--- config.mk ---
export PLATFORM = sky130hd
export DESIGN_NAME = exti_src_sel
export DESIGN_NICKNAME = d
export VERILOG_FILES = /design/src/rtl/exti_sel_pkg.sv /design/src/rtl/exti_sel_unpack.sv /design/src/rtl/exti_line_mux.sv /design/src/rtl/exti_line_reg.sv /design/src/rtl/exti_src_sel.sv
export SDC_FILE = /design/constraint.sdc
export NUM_CORES = 1
export LEC_CHECK = 0
export BUFFER_PORTS_ARGS = -buffer_cell sky130_fd_sc_hd__buf_2
export CAP_MARGIN = 0
export CORE_AREA = 5 5 79 81
export CTS_CLUSTER_DIAMETER = 200
export CTS_CLUSTER_SIZE = 8
export DETAILED_ROUTE_END_ITERATION = 7
export DIE_AREA = 0 0 84 86
export PLACE_DENSITY = 0.83
export SETUP_SLACK_MARGIN = 0.4
export SYNTH_ARGS = -nofsm -noshare
export SYNTH_HDL_FRONTEND = slang
export SYNTH_SLANG_ARGS = --single-unit
--- constraint.sdc ---
create_clock -name clk -period 0.8 [get_ports clk]
set_input_delay 0.04 -clock clk [delete_from_list [all_inputs] [get_ports clk]]
set_output_delay 0.04 -clock clk [all_outputs]
set_load 0.03 [all_outputs]
--- src/rtl/exti_sel_pkg.sv ---
package exti_sel_pkg;

  // Number of selector fields held in one select register.
  localparam int FIELDS_PER_REG = 4;

  // Bit offset of a line's field inside its select register.
  function automatic int field_offset(int line, int sel_w);
    return (line % FIELDS_PER_REG) * sel_w;
  endfunction

  // Select register that holds a line's field.
  function automatic int field_reg(int line);
    return line / FIELDS_PER_REG;
  endfunction

  // Flattened position of a port pin in the pin level vector.
  function automatic int pin_index(int port, int pin, int pins_per_port);
    return port * pins_per_port + pin;
  endfunction

  // Width of a port index; never below one bit.
  function automatic int port_width(int nports);
    return (nports > 1) ? $clog2(nports) : 1;
  endfunction

endpackage

--- src/rtl/exti_sel_unpack.sv ---
module exti_sel_unpack #(
  parameter int NUM_LINES = 16,
  parameter int SEL_W     = 4
) (
  input  logic [NUM_LINES*SEL_W-1:0]            sel_cfg,
  output logic [NUM_LINES-1:0][SEL_W-1:0]       sel_line
);
  localparam int REG_W    = exti_sel_pkg::FIELDS_PER_REG * SEL_W;
  localparam int NUM_REGS = (NUM_LINES + exti_sel_pkg::FIELDS_PER_REG - 1)
                            / exti_sel_pkg::FIELDS_PER_REG;

  // Register view of the flat selector vector.
  logic [NUM_REGS-1:0][REG_W-1:0] sel_regs;

  generate
    if (NUM_REGS * REG_W == NUM_LINES * SEL_W) begin : g_exact
      assign sel_regs = sel_cfg;
    end else begin : g_pad
      assign sel_regs = {{(NUM_REGS*REG_W - NUM_LINES*SEL_W){1'b0}}, sel_cfg};
    end
  endgenerate

  genvar n;
  generate
    for (n = 0; n < NUM_LINES; n++) begin : g_line
      localparam int REG_IX = exti_sel_pkg::field_reg(n);
      localparam int OFFSET = exti_sel_pkg::field_offset(n, SEL_W);
      assign sel_line[n] = sel_regs[REG_IX][OFFSET +: SEL_W];
    end
  endgenerate
endmodule

--- src/rtl/exti_line_mux.sv ---
module exti_line_mux #(
  parameter int NUM_PORTS = 8,
  parameter int NUM_LINES = 16,
  parameter int SEL_W     = 4,
  parameter int LINE_IDX  = 0,
  parameter int COL_W     = 8
) (
  input  logic [NUM_PORTS*NUM_LINES-1:0] pin_lvl,
  input  logic [SEL_W-1:0]               sel,
  output logic [COL_W-1:0]               column,
  output logic [COL_W-1:0]               port_hit,
  output logic                           sel_valid,
  output logic                           line_d
);
  // Column of candidate pins: pin LINE_IDX of every port.
  genvar p;
  generate
    for (p = 0; p < COL_W; p++) begin : g_col
      if (p < NUM_PORTS) begin : g_real
        localparam int IDX = exti_sel_pkg::pin_index(p, LINE_IDX, NUM_LINES);
        assign column[p]   = pin_lvl[IDX];
        assign port_hit[p] = (32'(sel) == p);
      end else begin : g_none
        assign column[p]   = 1'b0;
        assign port_hit[p] = 1'b0;
      end
    end
  endgenerate

  assign sel_valid = (32'(sel) < NUM_PORTS);
  assign line_d    = |(port_hit & column);
endmodule

--- src/rtl/exti_line_reg.sv ---
module exti_line_reg #(
  parameter int W = 16
) (
  input  logic         clk,
  input  logic         rst_n,
  input  logic [W-1:0] d,
  output logic [W-1:0] q
);
  always_ff @(posedge clk or negedge rst_n) begin
    if (!rst_n) q <= '0;
    else        q <= d;
  end
endmodule

--- src/rtl/exti_src_sel.sv ---
module exti_src_sel #(
  parameter int NUM_PORTS = 8,
  parameter int NUM_LINES = 16,
  parameter int SEL_W     = 4
) (
  input  logic                           clk,
  input  logic                           rst_n,
  input  logic [NUM_LINES*SEL_W-1:0]     sel_cfg,
  input  logic [NUM_PORTS*NUM_LINES-1:0] pin_lvl,
  output logic [NUM_LINES-1:0]           line_out
);
  localparam int PORT_W = exti_sel_pkg::port_width(NUM_PORTS);
  localparam int COL_W  = 1 << PORT_W;

  logic [NUM_LINES-1:0][SEL_W-1:0] sel_line;
  logic [NUM_LINES-1:0][COL_W-1:0] col_w;
  logic [NUM_LINES-1:0][COL_W-1:0] hit_w;
  logic [NUM_LINES-1:0]            valid_w;
  logic [NUM_LINES-1:0]            line_d;

  exti_sel_unpack #(.NUM_LINES(NUM_LINES), .SEL_W(SEL_W)) u_unpack (
    .sel_cfg  (sel_cfg),
    .sel_line (sel_line)
  );

  genvar n;
  generate
    for (n = 0; n < NUM_LINES; n++) begin : g_mux
      exti_line_mux #(
        .NUM_PORTS (NUM_PORTS),
        .NUM_LINES (NUM_LINES),
        .SEL_W     (SEL_W),
        .LINE_IDX  (n),
        .COL_W     (COL_W)
      ) u_mux (
        .pin_lvl   (pin_lvl),
        .sel       (sel_line[n]),
        .column    (col_w[n]),
        .port_hit  (hit_w[n]),
        .sel_valid (valid_w[n]),
        .line_d    (line_d[n])
      );
    end
  endgenerate

  exti_line_reg #(.W(NUM_LINES)) u_reg (
    .clk   (clk),
    .rst_n (rst_n),
    .d     (line_d),
    .q     (line_out)
  );

  // High once a clock edge has been seen out of reset; gates $past use.
  logic armed;
  always_ff @(posedge clk or negedge rst_n) begin
    if (!rst_n) armed <= 1'b0;
    else        armed <= 1'b1;
  end

  generate
    for (n = 0; n < NUM_LINES; n++) begin : g_chk
      p_follow_port_r3: assert property (@(posedge clk) disable iff (!rst_n)
        armed && $past(valid_w[n]) |->
          line_out[n] == $past(col_w[n][sel_line[n][PORT_W-1:0]]));

      p_zero_sel_port0_r5: assert property (@(posedge clk) disable iff (!rst_n)
        armed && ($past(sel_line[n]) == '0) |-> line_out[n] == $past(pin_lvl[n]));

      p_bad_sel_low_r6: assert property (@(posedge clk) disable iff (!rst_n)
        armed && !$past(valid_w[n]) |-> !line_out[n]);
    end
  endgenerate

  p_hold_when_quiet_r7: assert property (@(posedge clk) disable iff (!rst_n)
    armed && $past(armed) && $past($stable(pin_lvl) && $stable(sel_cfg))
      |-> $stable(line_out));
endmodule

-- Word level (Yosys, flattened, before mapping)
Index checks and enable logic that the tools add are counted.
- register bits: 16
- input port bits: 194
- output and inout bits: 16
- eq/ne operators: 112
- bitwise operators: 16
- reductions and logical operators: 32
- operators with widths (operator ; number):
    $eq 4x3->1 const B ; 64
    $and 8x8->8 ; 16
    $eq 4x2->1 const B ; 32
    $reduce_or 8->1 ; 16
    $eq 4x1->1 const B ; 16
    $logic_not 4->1 ; 16

-- Longest topological paths before layout
Gate-level depths: netlist of run 1.
- depth after elaboration: 3
- gate-level depth with buffers: 2
- depth with buffers taken out: 2

-- Cells and area by module
From an unflattened synthesis of run 1, not the netlist that was laid out.
- cells, all modules: 624
- area, all modules: 4404.2 um2
- modules (own cells, without submodules) (module ; instances ; cells an instance ; area an instance (um2)):
    exti_line_mux ; 16 ; 34 ; 220.2
    exti_sel_unpack ; 1 ; 64 ; 480.5
    exti_line_reg ; 1 ; 16 ; 400.4

-- Least setup slack after synthesis of run 1
No wires, ideal clock.
- path type: input to register
- start point: in sel_cfg[0]
- end point: reg u_reg.q[0]
- library setup time: 0.121 ns
- arrival time: 0.758 ns
- setup slack: -0.079 ns
- cell stages on the path: 2
- path buffers: 0
- path through: mux4_1 > a22o_1
- cells in the longest elaborated chain, start to end: 3
- elaborated cells between the ends (all ways): 10
- those cells by class: eq/ne (7); bitwise (1); reduce/logical (2)
- ends and longest elaborated chain (what ; RTL line ; RTL):
    start, declared ; exti_src_sel.sv:8 ; input logic [NUM_LINES*SEL_W-1:0] sel_cfg,
    $eq 4x1->1, or another cell as far along ; exti_line_mux.sv:22 ; assign port_hit[p] = (32'(sel) == p);
    $and 8x8->8 * ; exti_line_mux.sv:31 ; assign line_d = |(port_hit & column);
    $reduce_or 8->1 * ; exti_line_mux.sv:31 ;
    via g_mux[0].u_mux.line_d ; exti_line_mux.sv:13 ; output logic line_d
    end signal, assigned ; exti_line_reg.sv:10 ; if (!rst_n) q <= '0;
    end signal, assigned ; exti_line_reg.sv:11 ; else q <= d;
    end, declared ; exti_line_reg.sv:7 ; output logic [W-1:0] q
The timed path passes the listed nets; every way through them passes the cells marked *.

-- Worst setup path after layout of run 1
- start point: reg u_reg.q[0]
- end point: out line_out[0]
- RTL lines (what ; RTL line ; RTL):
    end, declared ; exti_src_sel.sv:10 ; output logic [NUM_LINES-1:0] line_out
No word-level cell between the ends.

==> results of run 1 <==
layout by cell type (no fill, tap or decap):
cell type,netlist,final
mux4_2,1,32
dfrtp_1,16,16
buf_8,0,16
buf_2,0,173
buf_4,0,2
clkbuf_8,0,3
buf_6,0,20
nor2_1,16,16
nor2b_1,16,16
a22o_1,16,16
power breakdown:
part	internal [µW]	switching [µW]	total (µW)
sequential	881	36.5	918
combinational	896	498	1390
clock	334	286	620
total	2110	821	2930
layout make-up:
| type | count | area [µm²] | share of cell area (%) |
|---|---|---|---|
| clock buffers | 3 | 41.29 | 1.424 |
| multi-input cells | 80 | 1021 | 35.22 |
| flip-flops and latches | 16 | 400.4 | 13.81 |
| well taps | 72 | 90.09 | 3.107 |
| repair buffers | 211 | 1346 | 46.44 |
metal layers:
layer	global-route usage, %	part of all wire [%]
met5	0	0
met4	5.994	2.3
met3	4.899	8.7
met2	36.80	59
met1	15.81	30
metrics by stage:
stage	utilization, %	hold WS (ps)	power, µW
6_report	53.63	-288.6	2932
5_1_grt	53.63	-259.5	3117
4_1_cts	53.38	-274.1	2977
3_5_place_dp	47.59	1.647	2143
3_3_place_gp	47.59	-4.598	2098
2_1_floorplan	-	-255.6	1467
kinds of logic after synthesis:
family and share of synthesized area (%):
AND/OR/NAND/NOR 10.42, AO/OA/AOI/OAI 9.113, flip-flops 26.04, multiplexers 54.43
path summary, 6_finish.rpt:
| check | start | end | slack [ps] | depth (start not counted) |
|---|---|---|---|---|
| max in group asynchronous | rst_n | u_reg.q[1] | 800 | 1 |
| min in group clk | sel_cfg[55] | u_reg.q[13] | 120 | 3 |
| worst min-delay path | rst_n | u_reg.q[14] | -290 | 1 |
| worst max-delay path | u_reg.q[0] | line_out[0] | -20 | 1 |
what timing repair did:
item,4_1_cts,5_1_grt
hold endpoints to repair,16,16
gates cloned,0,0
resized for setup,73,3
endpoints found under the setup margin,32,32
pin swaps,16,2
==> impl_metrics.env, run 1 <==
export IMPL_outcome="complete, but fails checks"
export IMPL_violations="negative hold slack, negative setup slack"
export IMPL_wl_per_cell_um=16.88
export IMPL_via_per_inst=4.893
export IMPL_path_clk_slew_ps=70
export IMPL_firstDrtPassIters=4
export IMPL_drv_slew=0
export IMPL_io_buffers=209
export IMPL_async_reset_ff_share_pct=100.0
export IMPL_tns_ps=-101.6
export IMPL_cts_setup_buffers=0
export IMPL_fin_cells=382
export IMPL_synth_flop_cell="dfrtp_1"
export IMPL_worst_ep_arrival_time_ps=780
export IMPL_relSlewSlack_pct=72.83
export IMPL_h_tree_depth=1
export IMPL_hpwlAfterDp_um=5848
export IMPL_crit_fanout=1
export IMPL_overflow=0
export IMPL_netlist_area_leader_share_pct=52.97
export IMPL_grt_total_usage_pct=17.58
export IMPL_cts_root_buffer="clkbuf_8"
export IMPL_yosys_area_top_type="mux4_1"
export IMPL_cp_end_kind="primary output"
export IMPL_cts_buffers=3
export IMPL_synth_most_common_cell="mux4_1"
export IMPL_place_inst=379
export IMPL_yosys_top_cells_count="mux4_1, a22o_1, dfrtp_1, nor2_1, nor2b_1"
export IMPL_hold_viol_final=16
export IMPL_cp_cell_sequence="buf_6"
export IMPL_die_width_um=84
export IMPL_grt_pass1_vias=2263
export IMPL_die_y_um=86
export IMPL_cap_violations=0
export IMPL_yosysWarnings=0
export IMPL_place_ws_ps=-237.6
export IMPL_ys_seq_area_share_pct=26.04
export IMPL_antenna_cells=0
export IMPL_p_per_area_nw_per_um2=1011
export IMPL_final_setup_viol_count=10
export IMPL_reg_top3="u_reg.q x16"
export IMPL_max_stage_delay_ps=390
export IMPL_avgSynthCellArea_um2=16.02
export IMPL_cp_num_buf_inv=1
export IMPL_holdWs_ps=-288.6
export IMPL_fin_area_um2=2899
export IMPL_die_area_um2=7224
export IMPL_syn_nets=290
export IMPL_fill_cells=482
export IMPL_crit_path_start_kind="register"
export IMPL_finalWirelength_um=6448
export IMPL_synth_edff_count=0
export IMPL_start_util_pct=28.45
export IMPL_drive_gt1_share_pct=79.35
export IMPL_syn_cell_area_um2=1538
export IMPL_synthCells=96
export IMPL_yosys_top_cells_area="mux4_1, dfrtp_1, a22o_1, nor2b_1, nor2_1"
export IMPL_critical_path_class="reg2out"
export IMPL_grt_pass1_wl_um=10140
export IMPL_io_pins=210
export IMPL_fin_crit_ps=820.5
export IMPL_ir_worst_vdd_mv=0.4947
export IMPL_clockBufferDepth=2
export IMPL_crit_slowest_cell="dfrtp_1"
export IMPL_cts_tree="yes"
export IMPL_crit_family="flip-flops"
export IMPL_ant_nets=0
export IMPL_areaGrowthSynthToFinish_pct=88.53
export IMPL_rsz0062_at_grt="true"
export IMPL_place_area_um2=2572
export IMPL_layout_setup_ws_ps=-20.45
export IMPL_worstMarginPinSlew_ps=407.6
export IMPL_cts_sinks=16
export IMPL_nets=506
export IMPL_gp_congestion=0.8663
export IMPL_hold_path_class="in2async"
export IMPL_grt_max_degree=17
export IMPL_antenna_found_initial=0
export IMPL_coreArea_um2=5405
export IMPL_crit_required_ps=760
export IMPL_fmax_ghz=1.219
export IMPL_synthDistinctLibCells=6
export IMPL_drc=0
export IMPL_vias=1869
export IMPL_rows=27
export IMPL_top_register="u_reg.q"
export IMPL_period_share_pct=102.6
export IMPL_power_leakage_uw=0.001490
export IMPL_drtIter0Drc=15
export IMPL_synth_ff_latch_count=16
export IMPL_largest_reg_flops=16
Power figures use the tool's default switching activity.
==> run 2, diff against run 1 <==
--- a/config.mk
+++ b/config.mk
@@ -12,7 +12,7 @@
 export CTS_CLUSTER_SIZE = 8
 export DETAILED_ROUTE_END_ITERATION = 7
 export DIE_AREA = 0 0 84 86
-export PLACE_DENSITY = 0.83
+export PLACE_DENSITY = 0.87
 export SETUP_SLACK_MARGIN = 0.4
 export SYNTH_ARGS = -nofsm -noshare
 export SYNTH_HDL_FRONTEND = slang
==> run 2 against run 1 <==
Critical path depth is the same. Clock power down 1%. Worst hold slack improved by 2.4 ps. The run still ends with negative hold slack, negative setup slack left. Largest power group unchanged.
==> impl_metrics.env, run 2 (synthesized netlist as in run 1, its figures left out) <==
export IMPL_power_leakage_uw=0.001486
export IMPL_overflow=0
export IMPL_worst_ep_arrival_time_ps=780
export IMPL_violations="negative hold slack, negative setup slack"
export IMPL_vias=1830
export IMPL_finalWirelength_um=6344
export IMPL_drive_gt1_share_pct=79.35
export IMPL_cts_sinks=16
export IMPL_clockPowerShare_pct=21.1
export IMPL_clockBufferDepth=2
export IMPL_top_register="u_reg.q"
export IMPL_p_per_area_nw_per_um2=1010
export IMPL_cp_end_kind="primary output"
export IMPL_die_y_um=86
export IMPL_crit_fanout=1
export IMPL_fin_cells=382
export IMPL_via_per_inst=4.791
export IMPL_pwr_share_seq_pct=31.5
export IMPL_reg_top3="u_reg.q x16"
export IMPL_path_clk_slew_ps=70
export IMPL_largest_reg_flops=16
export IMPL_rows=27
export IMPL_drv_slew=0
export IMPL_cp_num_buf_inv=1
export IMPL_grt_pass1_vias=2222
export IMPL_cts_root_buffer="clkbuf_8"
export IMPL_netSwitchingPower_uw=810.8
export IMPL_crit_slowest_cell="dfrtp_1"
export IMPL_cp_cell_sequence="buf_6"
export IMPL_final_util_pct=53.40
export IMPL_critPathLaunch="u_reg.q[6]"
export IMPL_antenna_found_initial=0
export IMPL_rsz0062_at_grt="true"
export IMPL_hpwlAfterDp_um=5609
export IMPL_die_width_um=84
export IMPL_critical_path_class="reg2out"
export IMPL_die_area_um2=7224
export IMPL_place_inst=378
export IMPL_final_setup_viol_count=11
export IMPL_swShare_pct=27.81
export IMPL_fmax_ghz=1.224
export IMPL_firstDrtPassIters=4
export IMPL_layout_setup_ws_ps=-17.03
export IMPL_hold_viol_final=16
export IMPL_grt_total_usage_pct=17.19
export IMPL_worstMarginPinSlew_ps=402.2
export IMPL_io_buffers=209
export IMPL_areaGrowthSynthToFinish_pct=87.71
export IMPL_max_stage_delay_ps=380
export IMPL_holdWs_ps=-286.2
export IMPL_start_util_pct=28.45
export IMPL_drtIter0Drc=27
export IMPL_wl_per_cell_um=16.61
export IMPL_final_common_cell="buf_2"
export IMPL_outcome="complete, but fails checks"
export IMPL_fin_crit_ps=817.0
export IMPL_tns_ps=-78.96
export IMPL_grt_pass1_wl_um=9915
export IMPL_ant_nets=0
export IMPL_nets=506
export IMPL_ir_worst_vdd_mv=0.4881
export IMPL_fill_cells=489
export IMPL_h_tree_depth=1
export IMPL_cap_violations=0
export IMPL_finalPower_uw=2916
export IMPL_crit_path_start_kind="register"
export IMPL_relSlewSlack_pct=73.19
export IMPL_period_share_pct=102.1
export IMPL_p_int_uw=2105
export IMPL_antenna_cells=0
export IMPL_grt_max_degree=17
export IMPL_io_pins=210
export IMPL_coreArea_um2=5405
export IMPL_cp_depth=1
export IMPL_cts_tree="yes"
export IMPL_hold_path_class="in2async"
export IMPL_crit_family="flip-flops"
export IMPL_cts_buffers=3
export IMPL_gp_congestion=0.8098
export IMPL_crit_required_ps=760
export IMPL_layout_common_cells="buf_2, mux4_2, buf_6"
export IMPL_endpoint="line_out[6]"
export IMPL_drc=0
export IMPL_combPwrFrac_pct=47.5
[run 2: cell counts in the layout (fill, tap and decap cells not counted)]
Identical to the previous run, type by type.
[run 2: power by group through the flow]
stage / clock network, µW / logic [µW] / registers, µW
3_3_place_gp: 0 / 1180 / 912
6_report: 614 / 1380 / 917
5_1_grt: 715 / 1490 / 925
4_1_cts: 669 / 1390 / 918
2_1_floorplan: 0 / 401 / 1070
3_5_place_dp: 0 / 1220 / 914
[run 2: area by class of cell]
class	count	area, µm²	share of cell area [%]
Tap cell	72	90.09	3.121
Clock buffer	3	41.29	1.430
Timing Repair Buffer	211	1334	46.21
Sequential cell	16	400.4	13.87
Multi-Input combinational cell	80	1021	35.37
[run 2: repair_timing]
item	CTS	global route
endpoints found under the hold margin	16	16
pin swaps	16	2
setup buffers	1	0
endpoints found under the setup margin	32	32
gates cloned	0	0
gates resized for setup	72	3
[run 2: stage by stage]
step           area (µm²)  hold WS [ps]  setup slack, ps
6_report             2887        -286.2           -17.03
2_1_floorplan        1421        -255.6           -47.51
3_3_place_gp         2565        -3.472           -203.0
3_5_place_dp         2565        -4.675           -239.8
5_1_grt              2887        -276.6           -58.98
4_1_cts              2873        -283.4           -35.35
[run 2: routing by layer]
| metal | vias to the layer above | wire [µm] | global-route usage (%) |
|---|---|---|---|
| met3 | 10 | 553 | 5.379 |
| met1 | 856 | 1859 | 15.57 |
| li1 | 846 | - | - |
| met4 | 0 | 116 | 4.240 |
| met2 | 118 | 3813 | 36.23 |
| met5 | - | 0 | 0 |
[run 2: worst min path at each step]
stage	from	to	slack, ps
after global routing	rst_n	u_reg.q[14]	-280
final	rst_n	u_reg.q[14]	-290
after CTS	rst_n	u_reg.q[14]	-280
after global placement	rst_n	u_reg.q[14]	-3
after floorplan	rst_n	u_reg.q[0]	-260
after detailed placement	rst_n	u_reg.q[14]	-5
==> run 3, diff against run 2 <==
--- a/config.mk
+++ b/config.mk
@@ -13,6 +13,7 @@
 export DETAILED_ROUTE_END_ITERATION = 7
 export DIE_AREA = 0 0 84 86
 export PLACE_DENSITY = 0.87
+export RECOVER_POWER = 25
 export SETUP_SLACK_MARGIN = 0.4
 export SYNTH_ARGS = -nofsm -noshare
 export SYNTH_HDL_FRONTEND = slang
==> run 3 against run 2 <==
The run still ends with negative hold slack, negative setup slack left. Utilization about the same. Setup slack unchanged. Worst hold slack better by 210 ps. Critical path depth unchanged. Flip-flop and latch count unchanged. Clock power about the same. Sequential share of layout area about the same. First-iteration DRC count unchanged. Routed wire length about the same. Non-clock buffer count unchanged. Critical path type unchanged.
==> impl_metrics.env, run 3 (synthesized netlist as in run 1, its figures left out) <==
export IMPL_finalWirelength_um=6342
export IMPL_drive_gt1_share_pct=79.03
export IMPL_cts_root_buffer="clkbuf_8"
export IMPL_relSlewSlack_pct=35.99
export IMPL_cts_sinks=16
export IMPL_drv_slew=0
export IMPL_fmax_ghz=1.224
export IMPL_finalPower_uw=2915
export IMPL_outcome="complete, but fails checks"
export IMPL_ant_nets=0
export IMPL_crit_required_ps=760
export IMPL_gp_congestion=0.8098
export IMPL_hold_path_class="in2async"
export IMPL_antenna_found_initial=0
export IMPL_via_per_inst=4.791
export IMPL_die_y_um=86
export IMPL_cp_end_kind="primary output"
export IMPL_crit_family="flip-flops"
export IMPL_top_register="u_reg.q"
export IMPL_fin_cells=382
export IMPL_wl_per_cell_um=16.60
export IMPL_final_setup_viol_count=10
export IMPL_io_buffers=209
export IMPL_die_area_um2=7224
export IMPL_violations="negative hold slack, negative setup slack"
export IMPL_largest_reg_flops=16
export IMPL_h_tree_depth=1
export IMPL_die_width_um=84
export IMPL_nets=506
export IMPL_grt_total_usage_pct=17.19
export IMPL_vias=1830
export IMPL_cp_num_buf_inv=1
export IMPL_coreArea_um2=5405
export IMPL_power_leakage_uw=0.001483
export IMPL_holdWs_ps=-80.65
export IMPL_cts_buffers=3
export IMPL_p_per_area_nw_per_um2=1010
export IMPL_worstMarginPinSlew_ps=960.2
export IMPL_cap_violations=0
export IMPL_crit_slowest_cell="dfrtp_1"
export IMPL_cp_cell_sequence="buf_6"
export IMPL_worst_ep_arrival_time_ps=780
export IMPL_cts_tree="yes"
export IMPL_start_util_pct=28.45
export IMPL_grt_max_degree=17
export IMPL_antenna_cells=0
export IMPL_crit_fanout=1
export IMPL_firstDrtPassIters=4
export IMPL_critical_path_class="reg2out"
export IMPL_crit_path_start_kind="register"
export IMPL_path_clk_slew_ps=70
export IMPL_rows=27
export IMPL_overflow=0
export IMPL_ir_worst_vdd_mv=0.4881
export IMPL_hold_viol_final=16
export IMPL_fin_crit_ps=817.0
export IMPL_drc=0
export IMPL_grt_pass1_vias=2222
export IMPL_drtIter0Drc=27
export IMPL_rsz0062_at_grt="true"
export IMPL_period_share_pct=102.1
export IMPL_clockBufferDepth=2
export IMPL_hpwlAfterDp_um=5609
export IMPL_layout_common_cells="buf_2, mux4_2, buf_6"
export IMPL_final_common_cell="buf_2"
export IMPL_reg_top3="u_reg.q x16"
export IMPL_place_inst=378
export IMPL_io_pins=210
export IMPL_max_stage_delay_ps=380
export IMPL_layout_setup_ws_ps=-17.03
export IMPL_grt_pass1_wl_um=9915
export IMPL_areaGrowthSynthToFinish_pct=87.63
run 3: cell count changes in the layout (fill, tap and decap cells not counted):
cell / change
clkbuf_1: +1
buf_2: -1
run 3: layout make-up:
cell class | instances | area, µm²
Sequential cell | 16 | 400.4
Timing Repair Buffer | 211 | 1333
Multi-Input combinational cell | 80 | 1021
Fill cell | 490 | 2520
Tap cell | 72 | 90.09
Clock buffer | 3 | 41.29
run 3: where the power goes:
group | leakage (µW) | internal, µW | switching (µW)
registers | 0.000207 | 881 | 35.9
clock network | 0.0000216 | 334 | 280
logic | 0.00125 | 889 | 494
total | 0.00148 | 2100 | 811
run 3: path summary, 6_finish.rpt:
path | start | depth (start not counted) | slack, ps | to
worst max-delay path | u_reg.q[6] | 1 | -20 | line_out[6]
worst min-delay path | rst_n | 1 | -80 | u_reg.q[14]
max in group asynchronous | rst_n | 1 | 300 | u_reg.q[13]
min in group clk | sel_cfg[11] | 3 | 120 | u_reg.q[2]
run 3: metal layers:
layer | global-route usage (%) | vias to the layer above | share of wire [%]
met1 | 15.57 | 856 | 29
met5 | 0 | - | 0
li1 | - | 846 | -
met4 | 4.240 | 0 | 1.8
met2 | 36.23 | 118 | 60
met3 | 5.379 | 10 | 8.6
run 3: timing repair:
item                                    4_1_cts  5_1_grt
gates cloned                                  0        0
endpoints found under the hold margin        16       16
endpoints found under the setup margin       32       32
gates resized for setup                      72        3
pin swaps                                    16        2
buffers inserted                              1        0
run 3: through the flow:
step / hold WS [ps] / util, % / setup TNS [ps] / setup slack (ps) / instance area [µm²]
detailed placement: -4.675 / 47.45 / -3422 / -239.8 / 2565
floorplan: -255.6 / - / -760.2 / -47.51 / 1421
CTS: -283.4 / 53.15 / -320.0 / -35.35 / 2873
finish: -80.65 / 53.38 / -78.94 / -17.03 / 2885
global route: -9.493 / 53.38 / -658.6 / -58.98 / 2885
global placement: -3.472 / 47.45 / -3106 / -203.0 / 2565
